$ cat config.mk
export PLATFORM = sky130hd
export DESIGN_NAME = wide_write_collector
export DESIGN_NICKNAME = d
export VERILOG_FILES = /design/src/rtl/wwc_pkg.sv /design/src/rtl/wwc_decode.sv /design/src/rtl/wwc_collector.sv /design/src/rtl/wide_write_collector.sv
export SDC_FILE = /design/constraint.sdc
export NUM_CORES = 1
export LEC_CHECK = 0
export CAP_MARGIN = 10
export CORE_ASPECT_RATIO = 0.9
export CORE_MARGIN = 3
export CORE_UTILIZATION = 35
export CTS_CLUSTER_SIZE = 40
export DETAILED_ROUTE_END_ITERATION = 8
export SYNTH_ARGS = -nofsm -noshare
export SYNTH_HDL_FRONTEND = slang
export SYNTH_HIERARCHICAL = 1
export SYNTH_SLANG_ARGS = --single-unit
$ cat constraint.sdc
create_clock -name clk -period 4.4 [get_ports clk]
set_input_delay 0.66 -clock clk [delete_from_list [all_inputs] [get_ports clk]]
set_output_delay 0.66 -clock clk [all_outputs]
set_load 0.02 [all_outputs]
$ cat src/rtl/wwc_pkg.sv
package wwc_pkg;
    localparam int DWORD_W = 32;
    localparam int NUM_DW  = 4;
    localparam int LOW_DW  = NUM_DW - 1;

    typedef enum logic [1:0] {
        WK_BAD,
        WK_WIDE,
        WK_DIRECT
    } wkind_t;

    typedef enum logic {
        ST_EMPTY,
        ST_HOLD
    } cstate_t;

    localparam int OFS_RX_WIDE = 32'h830;
    localparam int OFS_TX_WIDE = 32'hA10;
    localparam int OFS_DIR0    = 32'h180;
    localparam int OFS_DIR1    = 32'h200;
    localparam int OFS_DIR2    = 32'h400;
    localparam int OFS_TIMER   = 32'h420;
endpackage

$ cat src/rtl/wwc_decode.sv
module wwc_decode
    import wwc_pkg::*;
#(
    parameter int ADDR_W = 24,
    parameter int STRIDE = 32'h2000,
    localparam int OFS_W  = $clog2(STRIDE),
    localparam int PAGE_W = ADDR_W - OFS_W
) (
    input  logic [ADDR_W-1:0]               addr,
    input  logic                            is64,
    input  logic [63:0]                     data,
    output wkind_t                          kind,
    output logic [PAGE_W-1:0]               page,
    output logic                            is_tx,
    output logic [1:0]                      dsel,
    output logic [NUM_DW-1:0]               sup,
    output logic [NUM_DW-1:0][DWORD_W-1:0]  lanes,
    output logic                            timer0
);
    localparam logic [OFS_W-1:0] RX_BASE = OFS_W'(OFS_RX_WIDE);
    localparam logic [OFS_W-1:0] TX_BASE = OFS_W'(OFS_TX_WIDE);

    logic [OFS_W-1:0] ofs;
    logic [1:0]       idx;
    logic             aligned;
    logic             in_rx;
    logic             in_tx;
    logic             dir_hit;

    always_comb begin
        ofs     = addr[OFS_W-1:0];
        page    = addr[ADDR_W-1:OFS_W];
        idx     = ofs[3:2];
        aligned = is64 ? (addr[2:0] == 3'b000) : (addr[1:0] == 2'b00);
        in_rx   = (ofs[OFS_W-1:4] == RX_BASE[OFS_W-1:4]);
        in_tx   = (ofs[OFS_W-1:4] == TX_BASE[OFS_W-1:4]);
        is_tx   = in_tx;

        dir_hit = 1'b1;
        dsel    = 2'd0;
        if (ofs == OFS_W'(OFS_DIR0))       dsel = 2'd0;
        else if (ofs == OFS_W'(OFS_DIR1))  dsel = 2'd1;
        else if (ofs == OFS_W'(OFS_DIR2))  dsel = 2'd2;
        else if (ofs == OFS_W'(OFS_TIMER)) dsel = 2'd3;
        else                               dir_hit = 1'b0;

        kind = WK_BAD;
        sup  = '0;
        if (aligned) begin
            if (in_rx || in_tx) begin
                kind = WK_WIDE;
                if (is64) sup = idx[1] ? 4'b1100 : 4'b0011;
                else      sup = 4'b0001 << idx;
            end else if (dir_hit && !is64) begin
                kind = WK_DIRECT;
            end
        end

        for (int i = 0; i < NUM_DW; i++) begin
            if (is64 && (i % 2 == 1)) lanes[i] = data[63:32];
            else                      lanes[i] = data[31:0];
        end

        timer0 = (kind == WK_DIRECT) && (dsel == 2'd3) && (page == '0);
    end
endmodule

$ cat src/rtl/wwc_collector.sv
module wwc_collector
    import wwc_pkg::*;
#(
    parameter int PAGE_W = 11
) (
    input  logic                            clk,
    input  logic                            rst_n,
    input  logic                            wide_we,
    input  logic                            inval,
    input  logic [PAGE_W-1:0]               page,
    input  logic                            is_tx,
    input  logic [NUM_DW-1:0]               sup,
    input  logic [NUM_DW-1:0][DWORD_W-1:0]  lanes,
    output logic                            commit_valid,
    output logic [PAGE_W-1:0]               commit_page,
    output logic                            commit_is_tx,
    output logic [NUM_DW*DWORD_W-1:0]       commit_data,
    output logic [LOW_DW-1:0]               mask_o,
    output logic                            busy_o
);
    cstate_t                            state, state_n;
    logic [LOW_DW-1:0]                  mask, mask_n;
    logic [PAGE_W-1:0]                  h_page, h_page_n;
    logic                               h_tx, h_tx_n;
    logic [LOW_DW-1:0][DWORD_W-1:0]     h_data, h_data_n;
    logic [NUM_DW-1:0][DWORD_W-1:0]     asm_w;
    logic                               same;
    logic                               commit_now;

    always_comb begin
        same       = (state == ST_HOLD) && (h_page == page) && (h_tx == is_tx);
        commit_now = wide_we && sup[NUM_DW-1];

        for (int i = 0; i < LOW_DW; i++) begin
            if (sup[i])                 asm_w[i] = lanes[i];
            else if (same && mask[i])   asm_w[i] = h_data[i];
            else                        asm_w[i] = '0;
        end
        asm_w[NUM_DW-1] = lanes[NUM_DW-1];

        state_n  = state;
        mask_n   = mask;
        h_page_n = h_page;
        h_tx_n   = h_tx;
        h_data_n = h_data;
        for (int i = 0; i < LOW_DW; i++)
            if (wide_we && sup[i]) h_data_n[i] = lanes[i];

        unique case (state)
            ST_EMPTY: begin
                if (commit_now) begin
                    state_n = ST_EMPTY;                // T_COMMIT
                    mask_n  = '0;
                end else if (wide_we) begin
                    state_n  = ST_HOLD;                // T_START
                    mask_n   = sup[LOW_DW-1:0];
                    h_page_n = page;
                    h_tx_n   = is_tx;
                end
            end
            ST_HOLD: begin
                if (commit_now) begin
                    state_n = ST_EMPTY;                // T_COMMIT
                    mask_n  = '0;
                end else if (wide_we && same) begin
                    mask_n = mask | sup[LOW_DW-1:0];   // T_MERGE
                end else if (wide_we) begin
                    mask_n   = sup[LOW_DW-1:0];        // T_RESTART
                    h_page_n = page;
                    h_tx_n   = is_tx;
                end else if (inval) begin
                    state_n = ST_EMPTY;                // T_INVAL
                    mask_n  = '0;
                end
            end
            default: begin
                state_n = ST_EMPTY;
                mask_n  = '0;
            end
        endcase
    end

    always_ff @(posedge clk) begin
        if (!rst_n) begin
            state  <= ST_EMPTY;
            mask   <= '0;
            h_page <= '0;
            h_tx   <= 1'b0;
            h_data <= '0;
        end else begin
            state  <= state_n;
            mask   <= mask_n;
            h_page <= h_page_n;
            h_tx   <= h_tx_n;
            h_data <= h_data_n;
        end
    end

    always_ff @(posedge clk) begin
        if (!rst_n) begin
            commit_valid <= 1'b0;
            commit_page  <= '0;
            commit_is_tx <= 1'b0;
            commit_data  <= '0;
        end else begin
            commit_valid <= commit_now;
            if (commit_now) begin
                commit_page  <= page;
                commit_is_tx <= is_tx;
                commit_data  <= asm_w;
            end
        end
    end

    assign mask_o = mask;
    assign busy_o = (state == ST_HOLD);
endmodule

$ cat src/rtl/wide_write_collector.sv
module wide_write_collector
    import wwc_pkg::*;
#(
    parameter int ADDR_W = 24,
    parameter int STRIDE = 32'h2000,
    localparam int OFS_W  = $clog2(STRIDE),
    localparam int PAGE_W = ADDR_W - OFS_W
) (
    input  logic                          clk,
    input  logic                          rst_n,
    input  logic                          wr_valid,
    input  logic [ADDR_W-1:0]             wr_addr,
    input  logic                          wr_is64,
    input  logic [63:0]                   wr_data,
    output logic                          commit_valid,
    output logic [PAGE_W-1:0]             commit_page,
    output logic                          commit_is_tx,
    output logic [NUM_DW*DWORD_W-1:0]     commit_data,
    output logic                          dw_valid,
    output logic [PAGE_W-1:0]             dw_page,
    output logic [1:0]                    dw_sel,
    output logic [DWORD_W-1:0]            dw_data,
    output logic                          err_flag
);
    wkind_t                            d_kind;
    logic [PAGE_W-1:0]                 d_page;
    logic                              d_tx;
    logic [1:0]                        d_sel;
    logic [NUM_DW-1:0]                 d_sup;
    logic [NUM_DW-1:0][DWORD_W-1:0]    d_lanes;
    logic                              d_timer0;
    logic [LOW_DW-1:0]                 coll_mask;
    logic                              coll_busy;

    wwc_decode #(.ADDR_W(ADDR_W), .STRIDE(STRIDE)) u_dec (
        .addr   (wr_addr),
        .is64   (wr_is64),
        .data   (wr_data),
        .kind   (d_kind),
        .page   (d_page),
        .is_tx  (d_tx),
        .dsel   (d_sel),
        .sup    (d_sup),
        .lanes  (d_lanes),
        .timer0 (d_timer0)
    );

    wwc_collector #(.PAGE_W(PAGE_W)) u_coll (
        .clk          (clk),
        .rst_n        (rst_n),
        .wide_we      (wr_valid && (d_kind == WK_WIDE)),
        .inval        (wr_valid && d_timer0),
        .page         (d_page),
        .is_tx        (d_tx),
        .sup          (d_sup),
        .lanes        (d_lanes),
        .commit_valid (commit_valid),
        .commit_page  (commit_page),
        .commit_is_tx (commit_is_tx),
        .commit_data  (commit_data),
        .mask_o       (coll_mask),
        .busy_o       (coll_busy)
    );

    always_ff @(posedge clk) begin
        if (!rst_n) begin
            dw_valid <= 1'b0;
            dw_page  <= '0;
            dw_sel   <= '0;
            dw_data  <= '0;
            err_flag <= 1'b0;
        end else begin
            dw_valid <= wr_valid && (d_kind == WK_DIRECT);
            if (wr_valid && (d_kind == WK_DIRECT)) begin
                dw_page <= d_page;
                dw_sel  <= d_sel;
                dw_data <= wr_data[DWORD_W-1:0];
            end
            if (wr_valid && (d_kind == WK_BAD)) err_flag <= 1'b1;
        end
    end
endmodule

==> results.py, run 1 <==
metrics = {
    "status": {
        "status": "finished clean",
    },
    "die": {
        "core.rowCount": 66,
        "ios": 280,
        "die_area_sq_mm": 0.0401,
        "die_y_um": 190,
        "fp.coreArea_sq_mm": 0.0367,
        "die_x_um": 211,
        "start_util_pct": 36.0,
    },
    "clock_tree": {
        "cts_buffer_depth": 3,
        "clk_pin_slew_ps": 60,
        "clock-root-buffer": "clkbuf_16",
        "worstSkewPairLatency_ps": 510,
        "hold_buffers": 0,
        "cts_tree": "built",
        "post-cts-setup-buffers": 0,
        "cts_resized": 0,
        "htreeDepth": 2,
        "cts_made_buffers": 35,
        "clock_sinks": 300,
    },
    "global_route": {
        "grt_start_max_net_pins": 156,
        "grt-ovfl-total": 0,
        "grt_pass1_vias": 11200,
        "antenna_found_initial": 5,
        "grt_pass1_wl_mm": 66.7,
        "track_usage_pct": 21.1,
    },
    "sta": {
        "fin_crit_sh_pct": 81.8,
        "relSlewSlack_pct": 26.2,
        "period_minus_slack_ps": 3600,
        "slew_viol_final": 0,
        "fin_ws_ps": 801,
        "rsz0062_at_grt": "no",
        "finalSetupViolCount": 0,
        "hold_viol_final": 0,
        "max_freq_mhz": 278,
        "finalSetupTns_ps": 0,
        "clock_skew_ps": 12.3,
        "worst_slew_pin_slew_ps": 1110,
    },
    "final_layout": {
        "nets": 1829,
        "fin_cells": 2238,
        "final_core_util_pct": 45.2,
        "syn2layout_area_growth_pct": 25.4,
        "drive_gt1_share_pct": 7.05,
    },
    "synthesis": {
        "synth_nets": 1721,
        "syn_area_sq_mm": 0.0132,
        "synth_ff_type": "dfxtp_1",
        "synth_edf_count": 0,
        "seq_area_frac_synth_pct": 45.5,
        "syn-instance-count": 1629,
        "ys_types": 37,
        "ys_warn_count": 6,
        "synthArstFlopShare_pct": 0,
        "synth_area_per_cell_sq_um": 8.10,
        "ys_seq_elements": 300,
    },
    "placement": {
        "port_buffers": 279,
        "dp_hpwl_mm": 28.6,
        "placed_cells": 2176,
        "place_congestion": 0.817,
        "pre_cts_slack_ps": 344,
    },
    "routing": {
        "wl_met1_mm": 19.9,
        "vias": 11600,
        "met3_length_mm": 3.30,
        "drt-total-wl_mm": 43.6,
        "drt-pass1-iter-count": 5,
        "viasPerCell": 5.19,
        "wl_met2_mm": 19.4,
        "highest_layer": "met5",
        "drtIter0Drc": 831,
        "final_antenna_net_count": 0,
        "drc": 0,
        "wl_per_cell_um": 19.5,
    },
    "flow_run": {
        "cap_violations": 0,
    },
    "critical_path": {
        "slowest_stage": "clkdlybuf4s50_1",
        "max_stage_delay_ps": 470,
        "crit_fanout": 155,
        "crit_arrival_ps": 3940,
        "crit_required_ps": 4740,
        "startpoint_type": "input pin",
        "worstSetupPathType": "in2reg",
        "crit_chain": "clkdlybuf4s50_1 > nor4b_2 > and4_2 > nand2_1 > a21oi_1 > nand2_1 > nor2_1 > buf_4 > and2_4 > buf_12 > nand2_1 > o221ai_1 > a21oi_1",
        "critPathCaptureType": "flop",
        "crit_top_cell": "nand2_1",
    },
    "pwr": {
        "peakVddDrop_mv": 0.240,
        "p_per_area_mw_per_mm2": 355,
        "leakagePower_nw": 5.26,
        "finalPower_mw": 5.87,
    },
    "worst_hold_path": {
        "worstHoldPathType": "reg2reg",
    },
}
==> sequential cells by signal, indices dropped and copies added, names as in the netlist, 2 cells and up <==
register,count
dw_sel,2
u_coll/mask_o,3
dw_page,11
u_coll/h_data,96
u_coll/commit_page,11
u_coll/h_page,11
dw_data,32
u_coll/commit_data,128
==> layout make-up <==
class | instances | area (sq um)
Timing Repair Buffer | 302 | 2990
Inverter | 5 | 21.3
Sequential cell | 300 | 6010
Tap cell | 476 | 596
Clock inverter | 6 | 57.6
Antenna cell | 3 | 7.51
Multi-Input combinational cell | 1093 | 5820
Fill cell | 3662 | 20100
Clock buffer | 53 | 1070
==> routing by layer <==
layer / track usage, % / up-vias
li1: - / 5621
met3: 4.89 / 58
met5: 0 / -
met1: 29.6 / 5549
met4: 5.79 / 2
met2: 32.8 / 377
==> kinds of logic after synthesis <==
| logic type | after synthesis | synth area share (%) |
|---|---|---|
| AO/OA/AOI/OAI | 347 | 16.1 |
| XOR/XNOR | 14 | 0.929 |
| buffers and inverters | 236 | 10.9 |
| flip-flops | 300 | 45.5 |
| multiplexers | 89 | 7.05 |
| AND/OR/NAND/NOR | 643 | 19.5 |
==> synth_stat cells (8+ instances only) <==
cell type / count / share of area [%]
clkbuf_1: 89 / 2.5
a21oi_1: 241 / 9.1
xnor2_1: 13 / 0.86
buf_4: 107 / 6.1
dfxtp_1: 300 / 45
nand2_1: 592 / 17
buf_1: 8 / 0.23
mux2_2: 32 / 2.7
buf_6: 10 / 0.85
o221ai_1: 96 / 6.4
mux2i_1: 57 / 4.3
nor2_1: 14 / 0.40
buf_2: 13 / 0.49
==> metrics by stage <==
stage	hold slack, ps	instance area, sq um
finish	452	16600
detailed placement	446	15400
global placement	442	15400
CTS	456	16500
global route	470	16600
floorplan	436	13200
==> worst paths after layout <==
kind / startpoint / endpoint / slack (ps) / cells past startpoint
setup / recovery: wr_addr[7] / u_coll/commit_data[10] / 800 / 13
hold / removal: u_coll/commit_page[7] / u_coll/commit_page[7] / 450 / 2
setup reg to reg: u_coll/h_page[3] / u_coll/commit_data[94] / 2180 / 5
hold reg to reg: u_coll/commit_page[7] / u_coll/commit_page[7] / 450 / 2
==> placed cells by master (no fill, tap or decap), types with 2 or more instances in the layout <==
master | netlist | routed
clkbuf_8 | 0 | 8
and2_1 | 7 | 6
o221ai_1 | 96 | 96
clkdlybuf4s50_1 | 0 | 277
clkbuf_16 | 0 | 37
dfxtp_1 | 300 | 300
nand3_1 | 5 | 5
diode_2 | 0 | 3
a31oi_4 | 0 | 3
buf_12 | 4 | 2
nor4_4 | 2 | 2
a21oi_1 | 241 | 241
a311oi_1 | 3 | 3
clkbuf_1 | 89 | 8
nor2b_1 | 3 | 3
mux2i_1 | 57 | 57
xnor2_1 | 13 | 13
nand4_1 | 3 | 3
nand2_1 | 592 | 591
nor4_1 | 2 | 2
inv_1 | 5 | 4
clkinv_2 | 0 | 4
buf_4 | 107 | 21
nor3b_1 | 5 | 5
mux2_2 | 32 | 32
nor2_1 | 14 | 13
==> where the power goes <==
| group | switching [mW] | internal [mW] |
|---|---|---|
| combinational | 0.180 | 0.118 |
| sequential | 0.000332 | 2.72 |
| clock | 1.13 | 1.72 |
==> worst max-delay path: cells and delay by family <==
| kind | cells | cell delay, ps |
|---|---|---|
| buf+inv | 3 | 1110 |
| compound gates | 3 | 480 |
| simple gates | 7 | 1500 |
No activity file was read; power rests on OpenSTA's default activity.
==> run 2: changes to the inputs <==
==> constraint.sdc (replaced) <==
create_clock -name clk -period 3.49 [get_ports clk]
set_input_delay 0.5235 -clock clk [delete_from_list [all_inputs] [get_ports clk]]
set_output_delay 0.5235 -clock clk [all_outputs]
set_load 0.02 [all_outputs]
==> run 2 against run 1 <==
First-iteration DRC count shrank 24%. Die area unchanged. Worst hold slack improved by 2.8 ps. Global-route usage fell by 0.51 points. Clock power up 26%. Register-to-register slack worse by 530 ps. Sequential power up 26%. Non-clock buffer count increased by 25. Critical endpoint is now u_coll/h_page[7].
==> results.py, run 2 (synthesis gave the netlist of run 1 again) <==
metrics = {
    "status": {
        "status": "finished clean",
    },
    "final_layout": {
        "drive_gt1_share_pct": 8.45,
        "syn2layout_area_growth_pct": 28.6,
        "largest_register_ffs": 128,
        "nets": 1854,
        "mostFrequentLayoutCell": "nand2_1",
        "layout_common_cells": "nand2_1 (591), dfxtp_1 (300), clkdlybuf4s50_1 (277)",
        "top_register": "u_coll/commit_data",
        "largest_registers": "u_coll/commit_data (128), u_coll/h_data (96), dw_data (32)",
    },
    "global_route": {
        "antenna_found_initial": 3,
        "track_usage_pct": 20.6,
        "grt_pass1_wl_mm": 65.7,
        "grt_start_max_net_pins": 147,
        "grt_pass1_vias": 11300,
        "grt-ovfl-total": 0,
    },
    "clock_tree": {
        "post-cts-setup-buffers": 0,
        "worstSkewPairLatency_ps": 500,
        "clk_pin_slew_ps": 50,
        "hold_buffers": 0,
        "htreeDepth": 2,
        "clock_sinks": 300,
        "cts_resized": 0,
        "cts_tree": "built",
        "cts_made_buffers": 35,
        "cts_buffer_depth": 3,
        "clock-root-buffer": "clkbuf_16",
    },
    "placement": {
        "place_congestion": 0.851,
        "pre_cts_slack_ps": -32.2,
        "port_buffers": 279,
        "dp_hpwl_mm": 29.1,
    },
    "die": {
        "core.rowCount": 66,
        "die_y_um": 190,
        "die_x_um": 211,
        "start_util_pct": 36.0,
        "die_area_sq_mm": 0.0401,
        "fp.coreArea_sq_mm": 0.0367,
        "ios": 280,
    },
    "critical_path": {
        "crit_fanout": 9,
        "timing.rr.end": "u_coll/h_page[7]",
        "worstSetupPathType": "in2reg",
        "crit_required_ps": 3910,
        "worstReg2RegStart": "u_coll/h_tx",
        "r2r_setup_slack_ps": 1650,
        "critPathCaptureType": "flop",
        "crit_arrival_ps": 3450,
        "crit_end": "u_coll/h_page[7]",
        "startpoint_type": "input pin",
        "startpoint": "wr_addr[7]",
        "reg2reg_depth": 5,
    },
    "sta": {
        "worst_slew_pin_slew_ps": 1040,
        "rsz0062_at_grt": "no",
        "finalSetupViolCount": 0,
        "fin_ws_ps": 461,
        "max_freq_mhz": 330,
        "fin_crit_sh_pct": 86.8,
        "period_minus_slack_ps": 3030,
        "finalSetupTns_ps": 0,
        "hold_viol_final": 0,
        "relSlewSlack_pct": 30.8,
        "clock_skew_ps": 12.2,
        "slew_viol_final": 0,
    },
    "routing": {
        "final_antenna_net_count": 0,
        "viasPerCell": 5.19,
        "vias": 11700,
        "drt-pass1-iter-count": 5,
        "drt-total-wl_mm": 42.9,
        "drtIter0Drc": 634,
        "drc": 0,
        "wl_per_cell_um": 19.0,
    },
    "pwr": {
        "p_per_area_mw_per_mm2": 436,
        "leakagePower_nw": 5.47,
        "peakVddDrop_mv": 0.249,
        "finalPower_mw": 7.40,
    },
    "flow_run": {
        "cap_violations": 0,
    },
    "worst_hold_path": {
        "worstHoldPathType": "reg2reg",
    },
}
run 2: cell types whose count changed in the layout (fill, tap and decap cells not counted):
cell / before / now
buf_12: 2 / 19
buf_4: 21 / 29
clkbuf_1: 8 / 10
diode_2: 3 / 1
clkbuf_8: 8 / 9
clkinv_2: 4 / 5
run 2: layer usage:
layer	vias up	global-route usage [%]	routed length [um]	share of wire, %
met5	-	0	13	0.030
li1	5701	-	-	-
met3	52	3.64	2620	6.1
met1	5648	29.3	20100	47
met2	344	32.6	19400	45
met4	2	5.15	799	1.9
run 2: how the worst min path moves through the flow:
stage	startpoint	end	cells after the start
6_report	u_coll/commit_data[124]	u_coll/commit_data[124]	2
5_1_grt	u_coll/commit_data[125]	u_coll/commit_data[125]	2
4_1_cts	u_coll/h_data[46]	u_coll/h_data[46]	2
3_5_place_dp	u_coll/h_data[46]	u_coll/h_data[46]	2
3_3_place_gp	u_coll/h_data[47]	u_coll/h_data[47]	2
2_1_floorplan	u_coll/h_data[0]	u_coll/h_data[0]	2
run 2: where the power goes:
part           total (mW)  internal [mW]  switching, mW  leakage [nW]
Sequential           3.43           3.43       0.000409          2.42
Clock                3.60           2.21           1.39         0.566
Combinational       0.381          0.156          0.225          2.49
Total                7.40           5.79           1.62          5.47
run 2: worst max-delay path, stage by stage:
cell	delay [ps]
clkdlybuf4s50_1	490
nor4b_2	370
and4_2	300
nand2_1	90
a21oi_1	170
nand2_1	70
nor2_1	120
nor2b_1	210
nor2b_1	840
mux2i_1	270
run 2: layout make-up:
class / count / area (sq um)
fill: 3556 / 19700
sequential: 300 / 6010
multi-input combinational: 1093 / 5820
timing repair buffer: 327 / 3390
clock buffer: 56 / 1090
tap: 476 / 596
clock inverter: 7 / 62.6
inverter: 5 / 21.3
antenna: 1 / 2.50
run 2: per-stage QoR:
stage	utilization, %	hold WS [ps]	area [sq um]	std cells
after global placement	43.2	441	15800	2201
after floorplan	-	436	13200	1629
after detailed placement	43.2	446	15800	2201
after CTS	46.3	454	17000	2264
final	46.3	455	17000	2265
after global routing	46.3	468	17000	2264
